[config.mk]
export PLATFORM = sky130hd
export DESIGN_NAME = sad_pipe
export DESIGN_NICKNAME = d
export VERILOG_FILES = /design/src/rtl/sad_pkg.sv /design/src/rtl/sad_absdiff_stage.sv /design/src/rtl/sad_reduce_stage.sv /design/src/rtl/sad_accum_stage.sv /design/src/rtl/sad_pipe.sv
export SDC_FILE = /design/constraint.sdc
export NUM_CORES = 1
export LEC_CHECK = 0
export BUFFER_PORTS_ARGS = -buffer_cell sky130_fd_sc_hd__buf_2
export CAP_MARGIN = 15
export CELL_PAD_IN_SITES_DETAIL_PLACEMENT = 0
export CELL_PAD_IN_SITES_GLOBAL_PLACEMENT = 1
export CORE_UTILIZATION = 38
export DETAILED_ROUTE_END_ITERATION = 10
export GPL_TIMING_DRIVEN = 0
export PLACE_DENSITY = 0.82
export SYNTH_ARGS = -nofsm -noshare
export SYNTH_HDL_FRONTEND = slang
export SYNTH_SLANG_ARGS = --single-unit
[constraint.sdc]
create_clock -name clk -period 4.25 [get_ports clk]
set_input_delay 0.6375 -clock clk [delete_from_list [all_inputs] [get_ports clk]]
set_output_delay 0.6375 -clock clk [all_outputs]
set_load 0.005 [all_outputs]
[src/rtl/sad_pkg.sv]
// Package: shared defaults for the sum-of-absolute-differences pipeline.
// Assumes: lane count is a power of two and at least two.
package sad_pkg;
    parameter int unsigned DEF_LANES = 8;   // pixels per source word
    parameter int unsigned DEF_PIX_W = 8;   // bits per pixel
    parameter int unsigned DEF_ACC_W = 64;  // running-total width

    // Width needed to hold the sum of LANES magnitudes of PIX_W bits.
    function automatic int unsigned sum_width(input int unsigned lanes,
                                              input int unsigned pix_w);
        return pix_w + $clog2(lanes);
    endfunction
endpackage

[src/rtl/sad_absdiff_stage.sv]
// Stage 1: per-lane absolute difference of unsigned pixels.
// Each lane forms a PIX_W+1 bit difference, then negates it when negative.
// Assumes: data registers need no reset; only the valid bit is reset.
module sad_absdiff_stage #(
    parameter int unsigned LANES = sad_pkg::DEF_LANES,
    parameter int unsigned PIX_W = sad_pkg::DEF_PIX_W,
    parameter int unsigned ACC_W = sad_pkg::DEF_ACC_W,
    localparam int unsigned WORD_W = LANES * PIX_W
) (
    input  logic                   clk,
    input  logic                   rst_n,
    input  logic                   vld_i,
    input  logic [WORD_W-1:0]      a_i,
    input  logic [WORD_W-1:0]      b_i,
    input  logic [ACC_W-1:0]       acc_i,
    output logic                   vld_o,
    output logic [WORD_W-1:0]      mag_o,
    output logic [ACC_W-1:0]       acc_o
);
    logic [WORD_W-1:0] mag_d;

    for (genvar ln = 0; ln < LANES; ln++) begin : g_lane
        logic [PIX_W:0] diff;
        // Purpose: signed difference of one lane, then its magnitude.
        always_comb begin
            diff = {1'b0, a_i[ln*PIX_W +: PIX_W]} - {1'b0, b_i[ln*PIX_W +: PIX_W]};
            if (diff[PIX_W]) begin
                mag_d[ln*PIX_W +: PIX_W] = PIX_W'(-diff);
            end else begin
                mag_d[ln*PIX_W +: PIX_W] = diff[PIX_W-1:0];
            end
        end
    end

    // Purpose: valid bit of stage 1, cleared by reset.
    always_ff @(posedge clk) begin
        if (!rst_n) vld_o <= 1'b0;
        else        vld_o <= vld_i;
    end

    // Purpose: capture magnitudes and pass the running total along.
    always_ff @(posedge clk) begin
        mag_o <= mag_d;
        acc_o <= acc_i;
    end
endmodule

[src/rtl/sad_reduce_stage.sv]
// Stage 2: balanced adder tree over the lane magnitudes.
// The tree is stored heap-style: leaves at LANES..2*LANES-1, root at 1.
// Assumes: LANES is a power of two, at least two.
module sad_reduce_stage #(
    parameter int unsigned LANES = sad_pkg::DEF_LANES,
    parameter int unsigned PIX_W = sad_pkg::DEF_PIX_W,
    parameter int unsigned ACC_W = sad_pkg::DEF_ACC_W,
    localparam int unsigned WORD_W = LANES * PIX_W,
    localparam int unsigned SUM_W  = sad_pkg::sum_width(LANES, PIX_W)
) (
    input  logic                   clk,
    input  logic                   rst_n,
    input  logic                   vld_i,
    input  logic [WORD_W-1:0]      mag_i,
    input  logic [ACC_W-1:0]       acc_i,
    output logic                   vld_o,
    output logic [SUM_W-1:0]       sum_o,
    output logic [ACC_W-1:0]       acc_o
);
    logic [SUM_W-1:0] node [1:2*LANES-1];

    for (genvar lf = 0; lf < LANES; lf++) begin : g_leaf
        // Purpose: zero-extend one magnitude into a tree leaf.
        assign node[LANES+lf] = {{(SUM_W-PIX_W){1'b0}}, mag_i[lf*PIX_W +: PIX_W]};
    end

    for (genvar nd = 1; nd < LANES; nd++) begin : g_node
        // Purpose: one interior adder of the reduction tree.
        assign node[nd] = node[2*nd] + node[2*nd+1];
    end

    // Purpose: valid bit of stage 2, cleared by reset.
    always_ff @(posedge clk) begin
        if (!rst_n) vld_o <= 1'b0;
        else        vld_o <= vld_i;
    end

    // Purpose: capture the tree root and the running total.
    always_ff @(posedge clk) begin
        sum_o <= node[1];
        acc_o <= acc_i;
    end
endmodule

[src/rtl/sad_accum_stage.sv]
// Stage 3: add the reduced sum to the running total, modulo 2^ACC_W.
// Assumes: ACC_W is wider than the sum width.
module sad_accum_stage #(
    parameter int unsigned LANES = sad_pkg::DEF_LANES,
    parameter int unsigned PIX_W = sad_pkg::DEF_PIX_W,
    parameter int unsigned ACC_W = sad_pkg::DEF_ACC_W,
    localparam int unsigned SUM_W = sad_pkg::sum_width(LANES, PIX_W)
) (
    input  logic                   clk,
    input  logic                   rst_n,
    input  logic                   vld_i,
    input  logic [SUM_W-1:0]       sum_i,
    input  logic [ACC_W-1:0]       acc_i,
    output logic                   vld_o,
    output logic [ACC_W-1:0]       res_o
);
    // Purpose: valid bit of stage 3, cleared by reset.
    always_ff @(posedge clk) begin
        if (!rst_n) vld_o <= 1'b0;
        else        vld_o <= vld_i;
    end

    // Purpose: wide accumulation; the carry out of the top bit is dropped.
    always_ff @(posedge clk) begin
        res_o <= acc_i + {{(ACC_W-SUM_W){1'b0}}, sum_i};
    end
endmodule

[src/rtl/sad_pipe.sv]
// Top: three-stage sum of absolute differences with accumulation.
// Accepts one operation per clock; results appear three cycles later.
// Assumes: synchronous active-low reset clears valid bits only.
module sad_pipe #(
    parameter int unsigned LANES = sad_pkg::DEF_LANES,
    parameter int unsigned PIX_W = sad_pkg::DEF_PIX_W,
    parameter int unsigned ACC_W = sad_pkg::DEF_ACC_W,
    localparam int unsigned WORD_W = LANES * PIX_W,
    localparam int unsigned SUM_W  = sad_pkg::sum_width(LANES, PIX_W)
) (
    input  logic              clk,
    input  logic              rst_n,
    input  logic              in_valid,
    input  logic [WORD_W-1:0] src_a,
    input  logic [WORD_W-1:0] src_b,
    input  logic [ACC_W-1:0]  acc_in,
    output logic              out_valid,
    output logic [ACC_W-1:0]  sad_out
);
    logic              s1_vld, s2_vld;
    logic [WORD_W-1:0] s1_mag;
    logic [ACC_W-1:0]  s1_acc, s2_acc;
    logic [SUM_W-1:0]  s2_sum;

    sad_absdiff_stage #(.LANES(LANES), .PIX_W(PIX_W), .ACC_W(ACC_W)) i_stage1 (
        .clk(clk), .rst_n(rst_n),
        .vld_i(in_valid), .a_i(src_a), .b_i(src_b), .acc_i(acc_in),
        .vld_o(s1_vld), .mag_o(s1_mag), .acc_o(s1_acc)
    );

    sad_reduce_stage #(.LANES(LANES), .PIX_W(PIX_W), .ACC_W(ACC_W)) i_stage2 (
        .clk(clk), .rst_n(rst_n),
        .vld_i(s1_vld), .mag_i(s1_mag), .acc_i(s1_acc),
        .vld_o(s2_vld), .sum_o(s2_sum), .acc_o(s2_acc)
    );

    sad_accum_stage #(.LANES(LANES), .PIX_W(PIX_W), .ACC_W(ACC_W)) i_stage3 (
        .clk(clk), .rst_n(rst_n),
        .vld_i(s2_vld), .sum_i(s2_sum), .acc_i(s2_acc),
        .vld_o(out_valid), .res_o(sad_out)
    );
endmodule

Yosys cells after proc, flatten, opt, wreduce, memory -nomap -nowiden
Cells that the tools add are included.
{"block": "word_totals", "reg_bits": 270, "in_bits": 195, "out_inout_bits": 65, "wordCells": 40}
{"block": "classes", "add_sub_neg": 24, "n_mux": 8}
{"cell": "$sub A8 B8 Y9", "count": 8}
{"cell": "$add A64 B11 Y64", "count": 1}
{"cell": "$mux W8", "count": 8}
{"cell": "$neg A8 Y8", "count": 8}
{"cell": "$add A8 B8 Y9", "count": 4}
{"cell": "$add A9 B9 Y10", "count": 2}
{"cell": "$add A10 B10 Y11", "count": 1}

Depth between registers and ports, before layout
Gate-level depths: netlist of run 1.
{"block": "logic_depth", "ltp_word": 3, "depth_mapped": 15, "mapped_depth_nobuf": 15}

Hierarchy
A second synthesis of run 1 with hierarchy kept.
{"block": "unflattened", "cells_unflattened": 1337, "hier_area_um2": 13181.4}
{"module": "sad_absdiff_stage", "instances": 1, "cells_per_inst": 678, "area_each_um2": 6424.9, "seq_area_each_um2": 2582.5}
{"module": "sad_reduce_stage", "instances": 1, "cells_per_inst": 321, "area_each_um2": 3535.9, "seq_area_each_um2": 1521.5}
{"module": "sad_accum_stage", "instances": 1, "cells_per_inst": 338, "area_each_um2": 3220.6, "seq_area_each_um2": 1301.2}

Worst setup path before layout of run 1
No wires, ideal clock.
{"block": "synth_timing", "kind": "reg-to-reg", "start": "register i_stage1.mag_o[2]", "end": "register i_stage2.sum_o[10]", "setup_ns": 0.126, "arrival_time_ns": 3.873, "required_time_ns": 4.124, "setup_slack_ns": 0.251, "path_stages_with_launch": 16, "path_buffers": 0, "synth_period_minus_slack_ns": 3.999, "path_cell_list": "dfxtp_1 > inv_1 > fa_1 > inv_1 > fa_1 > fa_1 > inv_1 > fa_1 > inv_1 > ha_1 > fa_1 > a21o_1 > a21oi_1 > o21bai_1 > a21oi_1 > o21ai_0"}
{"element": "start, declared", "line": "sad_absdiff_stage.sv:17", "source": "output logic [WORD_W-1:0] mag_o,"}
{"element": "start signal, assigned", "line": "sad_absdiff_stage.sv:43", "source": "mag_o <= mag_d;"}
{"element": "end signal, assigned", "line": "sad_reduce_stage.sv:40", "source": "sum_o <= node[1];"}
{"element": "end, declared", "line": "sad_reduce_stage.sv:17", "source": "output logic [SUM_W-1:0] sum_o,"}

==> flow_summary.toml, run 1 <==
[outcome]
status = "finished clean"

[synthesis]
syn_area_um2 = 12600
synth_top_area_share_pct = 42.9
synth_seq_area_share_pct = 42.9
synth_area_leader_cell = "dfxtp_1"
synth.avg_cell_area_um2 = 10.1
synth_compound_area_share_pct = 11.0
syn_nets = 1592
synthAdderAreaFrac_pct = 18.2
synthDistinctLibCells = 47
synth_xor_area_share_pct = 10.7
synth_top_cells_by_area = "dfxtp_1 43%, ha_1 9.3%, fa_1 8.9%"
synth_mux_area_share_pct = 0.715
ys_warn_count = 0
synth_top_family_by_area = "adder cells"
synth-simple-area-share_pct = 9.42
synth.ff_latch_count = 270
synth_flop_cell = "dfxtp_1"
ys_async_sr_fraction_pct = 0
syn-instance-count = 1247
synth_edf_count = 0

[grt]
grt_pass1_wl_mm = 41.4
grt_max_degree = 16
grt_pass1_vias = 8564
grtUsageTotal_pct = 15.2
antenna_found_initial = 1
globalRouteOverflowTotal = 0

[detailed_routing]
wl_per_cell_um = 13.0
vias_per_cell = 4.43
vias = 8878
drcViolationCount = 0
postRouteAntennaNets = 0
drtPass1Iterations = 6
wirelength_mm = 26.1
drtIter0Drc = 314

[die]
die_area_um2 = 33900
core_area_um2 = 32500
die_y_um = 184
placementRows = 66
die_w_um = 184
io_pins = 260
start_util_pct = 38.7

[setup_path]
setup.worst_path.end_class = "flop"
required_ps = 4730
crit_path_max_incr_delay_ps = 540
path_max_fanout = 2
worstPathBufferInverterCount = 5
r2r_slack_ps = 220
path_class = "reg -> reg"
cp_top_family = "adder cells"
start_kind = "flop"
cp_cell_sequence = "inv_1 -> fa_1 -> inv_1 -> fa_1 -> fa_1 -> inv_1 -> fa_1 -> inv_1 -> ha_1 -> fa_2 -> a21o_1 -> a21oi_2 -> o21bai_1 -> a21oi_2 -> buf_4 -> xnor2_1"
cp_slowest_cell = "fa_1"
crit_arrival_ps = 4510

[cells_and_area]
final_core_util_pct = 47.6
areaGrowthSynthToFinish_pct = 22.9
fillers = 3120
drive_gt1_share_pct = 21.9
final_nets = 1883
final_cell_mix = "270 x dfxtp_1, 264 x buf_2, 225 x inv_1"
design_area_um2 = 15500
finalNonFillerCells = 2003
final_common_cell = "dfxtp_1"

[sta]
min_period_ps = 4030
fmax_mhz = 248
final_min_period_over_clock_period_pct = 94.8
timing.setup.tns_ps = 0
timing.hold.ws_ps = 186
finClkSkew_ps = 15.8
rsz0062_at_grt = "false"
slew_violations = 0
hold_viol_final = 0
worst_pin_slew_ps = 716
slew_headroom_pct = 51.9
fin_ws_ps = 223
setup-violations-final = 0

[clocking]
clock_path_buffers = 3
ctsRootBufferMaster = "clkbuf_16"
clock-sinks = 270
clkSlewWorstSetupHoldPaths_ps = 60
cts_buffers = 29
htreeDepth = 1
insertion_delay_ps = 550
cts_tree = "built"

[placement]
hpwl_mm = 21.2
port_buffers = 259
placed_area_um2 = 14400
dpl_worst_slack_ps = 2.55
place_congestion = 0.822
dp_cells = 1948

[power_and_ir_drop]
power_mw = 14.1
cellPowerDensity_nw_per_um2 = 911
ir_drop_v = 0.00105
p_leak_nw = 7.47

[run]
maxCapViolations = 0

[min_path]
worstHoldPathType = "in -> reg"
==> flip-flops by register name, summed over array words and instances, names as in the netlist <==
signal	flops
i_stage1.acc_o	64
i_stage1.mag_o	64
i_stage2.acc_o	64
i_stage3.res_o	64
i_stage2.sum_o	11
i_stage1.vld_o	1
i_stage2.vld_o	1
i_stage3.vld_o	1
==> cell type report <==
class | count | area (µm²) | share of cell area, %
Antenna cell | 3 | 7.51 | 0.0485
Clock inverter | 12 | 194 | 1.25
Clock buffer | 39 | 813 | 5.25
Buffer | 7 | 40.0 | 0.259
Tap cell | 442 | 553 | 3.57
Inverter | 225 | 845 | 5.46
Timing Repair Buffer | 260 | 1300 | 8.42
Multi-Input combinational cell | 745 | 6320 | 40.8
Sequential cell | 270 | 5410 | 34.9
==> cells by family (layout without fill, tap and decap cells) <==
kind of cell / after synthesis / after routing
compound gates: 203 / 203
mux: 8 / 8
flops: 270 / 270
buf+inv: 232 / 543
xor+xnor: 154 / 154
fa+ha+maj: 150 / 150
simple gates: 230 / 230
other cells: 0 / 3
==> power by group <==
group	total, mW	switching, mW	internal, mW	leakage [nW]
registers	3.28	0.145	3.14	2.28
clock network	2.59	0.996	1.59	0.494
logic	8.24	4.37	3.86	4.70
==> cells in the mapped netlist, drive strengths merged, types with 2 or more instances <==
master,n
a2111oi,8
a21o,10
dfxtp,270
nand4,10
mux2,8
o21a,25
o21ai,28
fa,56
a21oi,55
and4,7
nor2,94
nor2b,12
nor3,5
and3,16
nor3b,8
a31oi,17
buf,7
a211oi,23
a21boi,2
xor2,48
o31ai,18
nand3,29
nor4,2
inv,225
nand2,30
o21bai,14
nand2b,8
ha,94
and2,7
xnor2,106
==> worst reg2reg max path, cell delays in order, from the launching register on <==
cell and delay (ps):
dfxtp_1 310, inv_1 50, fa_1 530, inv_1 60, fa_1 480, fa_1 540
inv_1 50, fa_1 520, inv_1 40, ha_1 220, fa_2 360, a21o_1 200
a21oi_2 150, o21bai_1 90, a21oi_2 140, buf_4 130, xnor2_1 100
==> path summary, 6_finish.rpt <==
| kind | from | to | cells after the start |
|---|---|---|---|
| max | i_stage1.mag_o[2] | i_stage2.sum_o[8] | 16 |
| min | acc_in[39] | i_stage1.acc_o[39] | 1 |
| max reg2reg | i_stage1.mag_o[2] | i_stage2.sum_o[8] | 16 |
| min reg2reg | i_stage1.acc_o[30] | i_stage2.acc_o[30] | 0 |
==> metal layers <==
metal	wire length [µm]	global-route usage (%)	part of all wire [%]
met5	13	0	0.050
met4	468	3.97	1.8
met3	1580	2.48	6.0
met2	12500	27.3	48
met1	11500	18.8	44
==> what timing repair did <==
| item | 4_1_cts | 5_1_grt |
|---|---|---|
| gates resized for setup | 1 | 3 |
| pin swaps | 0 | 6 |
| endpoints found under the setup margin | 1 | 3 |
| buffers inserted | 0 | 1 |
| hold buffers | 0 | 0 |
(Power assumes the default switching activity.)
==> run 2: changes to the inputs <==
--- a/config.mk
+++ b/config.mk
@@ -5,14 +5,15 @@
 export SDC_FILE = /design/constraint.sdc
 export NUM_CORES = 1
 export LEC_CHECK = 0
+export ABC_AREA = 1
 export BUFFER_PORTS_ARGS = -buffer_cell sky130_fd_sc_hd__buf_2
 export CAP_MARGIN = 15
 export CELL_PAD_IN_SITES_DETAIL_PLACEMENT = 0
 export CELL_PAD_IN_SITES_GLOBAL_PLACEMENT = 1
-export CORE_UTILIZATION = 38
+export CORE_UTILIZATION = 37
 export DETAILED_ROUTE_END_ITERATION = 10
 export GPL_TIMING_DRIVEN = 0
-export PLACE_DENSITY = 0.82
+export PLACE_DENSITY = 0.83
 export SYNTH_ARGS = -nofsm -noshare
 export SYNTH_HDL_FRONTEND = slang
 export SYNTH_SLANG_ARGS = --single-unit
==> flow_summary.toml, run 2 <==
[detailed_routing]
drcViolationCount = 0
vias_per_cell = 4.42
postRouteAntennaNets = 0
drtIter0Drc = 465
vias = 12100
drtPass1Iterations = 5
wirelength_mm = 35.9
wl_per_cell_um = 13.1

[setup_path]
start_kind = "flop"
path_class = "reg -> reg"
cp.depth = 16
required_ps = 4710
r2r_slack_ps = 340
rr_worst_depth = 16
crit_path_max_incr_delay_ps = 540
path_max_fanout = 3
crit_arrival_ps = 4370
cp_cell_sequence = "inv_1 -> fa_1 -> inv_1 -> fa_1 -> fa_1 -> inv_1 -> fa_1 -> inv_1 -> ha_1 -> fa_2 -> nand3_1 -> nand2_1 -> a21oi_1 -> nor2_1 -> nor2_1 -> xnor2_1"
cp_slowest_cell = "fa_1"
cp_top_family = "adder cells"
setup.worst_path.end_class = "flop"
worstPathBufferInverterCount = 4

[synthesis]
ys_warn_count = 0
ys_async_sr_fraction_pct = 0
syn_area_um2 = 14400
synth_flop_cell = "dfxtp_1"
synth_top_cells_by_area = "dfxtp_1 38%, nand2_1 14%, inv_1 10%"
synth_area_leader_cell = "dfxtp_1"
synth.most_common_cell = "nand2_1"
synth_top_area_share_pct = 37.6
synthTopCellsByCount = "522 x nand2_1, 399 x inv_1, 270 x dfxtp_1"
synth.avg_cell_area_um2 = 7.51
synth.ff_latch_count = 270
syn-instance-count = 1915
syn_nets = 2260
synthDistinctLibCells = 32
synth_seq_area_share_pct = 37.6
synth_edf_count = 0

[sta]
fmax_mhz = 256
final_min_period_over_clock_period_pct = 91.9
slew_headroom_pct = 71.3
timing.setup.tns_ps = 0
hold_viol_final = 0
finClkSkew_ps = 10.9
setup-violations-final = 0
slew_violations = 0
rsz0062_at_grt = "false"
worst_pin_slew_ps = 427
min_period_ps = 3910

[placement]
place_congestion = 0.894
port_buffers = 259
placed_area_um2 = 16300
hpwl_mm = 30.4

[die]
die_w_um = 199
core_area_um2 = 37900
die_area_um2 = 39700
die_y_um = 199
start_util_pct = 37.9
io_pins = 260
placementRows = 71

[grt]
grt_pass1_wl_mm = 57.0
grt.busiest_layer = "met2"
antenna_found_initial = 3
grt_use_met2_pct = 33.0
grt_max_degree = 16
met1_usage_pct = 22.7
gr-usage-met3_pct = 2.13
grt_pass1_vias = 11600
grtUsageTotal_pct = 18.2
globalRouteOverflowTotal = 0

[cells_and_area]
drive_gt1_share_pct = 16.0
multi_input_area_um2 = 7460
final_cell_mix = "522 x nand2_1, 399 x inv_1, 270 x dfxtp_1"
final_core_util_pct = 45.5
final_nets = 2547
design_area_um2 = 17200
areaGrowthSynthToFinish_pct = 19.9
fillers = 3839
final_common_cell = "nand2_1"
seqCellArea_um2 = 5410

[min_path]
worstHoldPathType = "in -> reg"
hold_depth = 1

[clocking]
insertion_delay_ps = 540
clock_path_buffers = 3
ctsRootBufferMaster = "clkbuf_16"
htreeDepth = 1
cts_tree = "built"
clock-sinks = 270
clkSlewWorstSetupHoldPaths_ps = 70
cts_hold_buf = 0
cts_buffers = 26

[power_and_ir_drop]
p_clk_share_pct = 18.9
ir_drop_v = 0.00128
switching_share_pct = 42.0
seqPwrFrac_pct = 25.2
cellPowerDensity_nw_per_um2 = 744
switching_power_mw = 5.40
p_leak_nw = 9.42
power_frac_comb_pct = 55.8
p_int_mw = 7.44

[outcome]
status = "finished clean"

[run]
maxCapViolations = 0
## run 2: final cells by class
| type | instances | share of cell area [%] |
|---|---|---|
| inverter | 404 | 8.79 |
| clock inverter | 13 | 0.929 |
| timing repair buffer | 259 | 7.52 |
| multi-input combinational | 1241 | 43.3 |
| clock buffer | 35 | 4.44 |
| tap | 511 | 3.71 |
| antenna | 1 | 0.0145 |
| sequential | 270 | 31.3 |
## run 2: final timing paths
| path | from | end |
|---|---|---|
| max reg2reg | i_stage1.mag_o[2] | i_stage2.sum_o[8] |
| min reg2reg | i_stage1.acc_o[25] | i_stage2.acc_o[25] |
| max | i_stage1.mag_o[2] | i_stage2.sum_o[8] |
| min | acc_in[26] | i_stage1.acc_o[26] |
## run 2: what timing repair did
item,CTS,global route
gates resized for setup,0,1
endpoints found under the setup margin,0,1
hold endpoints to repair,0,0
setup buffers,0,0
## run 2: power by group through the flow
stage          clock network (mW)  logic, mW  registers, mW
2_1_floorplan                   0       5.56           3.25
3_3_place_gp                    0       7.01           3.29
3_5_place_dp                    0       7.13           3.30
4_1_cts                      2.49       7.17           3.25
5_1_grt                      2.59       8.54           3.27
6_report                     2.43       7.17           3.24
## run 2: routing by layer
metal | up-vias | wire length, µm
met5 | - | 11
met4 | 2 | 863
met3 | 54 | 1630
met2 | 261 | 17400
met1 | 5349 | 16100
li1 | 6419 | -
## run 2: cells by family (layout without fill, tap and decap cells)
| group | count (synthesis) | after routing | share of synthesized area (%) |
|---|---|---|---|
| compound gates | 79 | 79 | 3.21 |
| xor+xnor | 71 | 71 | 4.32 |
| fa+ha+maj | 150 | 150 | 16.0 |
| buf+inv | 404 | 711 | 10.5 |
| flops | 270 | 270 | 37.6 |
| other cells | 0 | 1 | 0 |
| simple gates | 941 | 941 | 28.4 |
## run 2: per-stage QoR
| stage | total power, mW | setup slack (ps) | hold slack [ps] | cells |
|---|---|---|---|---|
| floorplan | 8.81 | 488 | 310 | 1915 |
| global placement | 10.3 | 331 | 311 | 2685 |
| detailed placement | 10.4 | 324 | 312 | 2685 |
| CTS | 12.9 | 297 | 171 | 2733 |
| global route | 14.4 | 73.1 | 175 | 2733 |
| finish | 12.8 | 343 | 196 | 2734 |
==> run 3: changes to the inputs <==
--- a/config.mk
+++ b/config.mk
@@ -7,13 +7,13 @@
 export LEC_CHECK = 0
 export ABC_AREA = 1
 export BUFFER_PORTS_ARGS = -buffer_cell sky130_fd_sc_hd__buf_2
-export CAP_MARGIN = 15
+export CAP_MARGIN = 20
 export CELL_PAD_IN_SITES_DETAIL_PLACEMENT = 0
 export CELL_PAD_IN_SITES_GLOBAL_PLACEMENT = 1
 export CORE_UTILIZATION = 37
 export DETAILED_ROUTE_END_ITERATION = 10
 export GPL_TIMING_DRIVEN = 0
-export PLACE_DENSITY = 0.83
+export PLACE_DENSITY = 0.75
 export SYNTH_ARGS = -nofsm -noshare
 export SYNTH_HDL_FRONTEND = slang
 export SYNTH_SLANG_ARGS = --single-unit
==> constraint.sdc (replaced) <==
create_clock -name clk -period 4.25 [get_ports clk]
set_input_delay 0.6375 -clock clk [delete_from_list [all_inputs] [get_ports clk]]
set_output_delay 0.6375 -clock clk [all_outputs]
set_load 0.05 [all_outputs]
==> flow_summary.toml, run 3 (same netlist as run 2, synthesis figures left out) <==
[grt]
antenna_found_initial = 4
grt_pass1_vias = 11800
grtUsageTotal_pct = 18.4
grt_max_degree = 15
grt_pass1_wl_mm = 57.1
globalRouteOverflowTotal = 0

[sta]
fmax_mhz = 248
setup-violations-final = 0
final_min_period_over_clock_period_pct = 95.0
min_period_ps = 4040
worst_pin_slew_ps = 420
slew_violations = 0
slew_headroom_pct = 71.7
finClkSkew_ps = 13.0
rsz0062_at_grt = "false"
timing.setup.tns_ps = 0
hold_viol_final = 0

[setup_path]
start_kind = "flop"
cp_slowest_cell = "fa_1"
required_ps = 4710
path_class = "reg -> reg"
setup.worst_path.end_class = "flop"
cp_cell_sequence = "inv_1 -> fa_1 -> inv_1 -> fa_1 -> fa_1 -> inv_1 -> fa_1 -> inv_1 -> ha_1 -> fa_1 -> nand3_1 -> nand2_1 -> a21oi_1 -> nor2_1 -> nor2_1 -> xnor2_1"
crit_top_cell = "fa_1"
path_max_fanout = 3
crit_arrival_ps = 4490
crit_path_max_incr_delay_ps = 560

[detailed_routing]
drcViolationCount = 0
vias = 12000
drtPass1Iterations = 7
wirelength_mm = 36.3
wl_per_cell_um = 13.2
postRouteAntennaNets = 0
drtIter0Drc = 485
vias_per_cell = 4.38

[clocking]
ctsRootBufferMaster = "clkbuf_16"
cts_resized = 0
insertion_delay_ps = 540
clock_path_buffers = 3
htreeDepth = 1
clock-sinks = 270
postCtsSetupRepairBufs = 0
cts_buffers = 28
cts_hold_buf = 0
clkSlewWorstSetupHoldPaths_ps = 60
cts_tree = "built"

[cells_and_area]
final_nets = 2549
fillers = 3866
finalNonFillerCells = 2739
final_common_cell = "nand2_1"
final_cell_mix = "522 x nand2_1, 399 x inv_1, 270 x dfxtp_1"
areaGrowthSynthToFinish_pct = 20.4
drive_gt1_share_pct = 16.0

[placement]
place_congestion = 0.887
port_buffers = 259
dp_cells = 2685
hpwl_mm = 30.8

[power_and_ir_drop]
power_mw = 13.4
cellPowerDensity_nw_per_um2 = 771
p_leak_nw = 9.44
ir_drop_v = 0.00117

[outcome]
status = "finished clean"

[die]
die_y_um = 199
io_pins = 260
start_util_pct = 37.9
core_area_um2 = 37900
die_w_um = 199
placementRows = 71
die_area_um2 = 39700

[run]
maxCapViolations = 0

[min_path]
worstHoldPathType = "in -> reg"
-- run 3: power breakdown --
group,total (mW),internal [mW],switching (mW),leakage [nW]
Sequential,3.24,3.08,0.166,2.28
Combinational,7.55,2.92,4.63,6.69
Clock,2.56,1.57,0.994,0.473
-- run 3: routing by layer --
metal / vias up / share of wire (%) / global-route usage (%)
met5: - / 0.028 / 0
met4: 2 / 3.5 / 6.55
met3: 61 / 4.1 / 2.23
met2: 245 / 47 / 32.6
met1: 5263 / 45 / 22.8
li1: 6430 / - / -
-- run 3: area by class of cell --
cell class | count | area, µm² | area share, %
clock inverters | 14 | 195 | 1.13
clock buffers | 37 | 796 | 4.60
diodes | 3 | 7.51 | 0.0434
multi-input cells | 1241 | 7460 | 43.1
flip-flops and latches | 270 | 5410 | 31.2
inverters | 404 | 1520 | 8.76
repair buffers | 259 | 1300 | 7.49
well taps | 511 | 639 | 3.69
-- run 3: critical path: cells and delay by family, from the launching register on --
kind / cells / cell delay, ps
flip-flops: 1 / 310
AND/OR/NAND/NOR: 4 / 380
adder cells (fa/ha/maj): 6 / 2780
buffers and inverters: 4 / 240
XOR/XNOR: 1 / 130
AO/OA/AOI/OAI: 1 / 140
-- run 3: stage by stage --
stage          setup WS, ps  util, %  instance area, µm²  hold WS [ps]
2_1_floorplan           488        -               14400           310
3_3_place_gp            299     43.0               16300           311
3_5_place_dp            246     43.0               16300           312
4_1_cts                 197     45.6               17300           167
5_1_grt                18.6     45.6               17300           172
6_report                215     45.6               17300           195
-- run 3: worst paths after layout --
kind	start	end	slack [ps]	depth (start not counted)
min reg2reg	i_stage1.acc_o[8]	i_stage2.acc_o[8]	320	0
max reg2reg	i_stage1.mag_o[2]	i_stage2.sum_o[8]	210	16
max	i_stage1.mag_o[2]	i_stage2.sum_o[8]	210	16
min	acc_in[28]	i_stage1.acc_o[28]	190	1
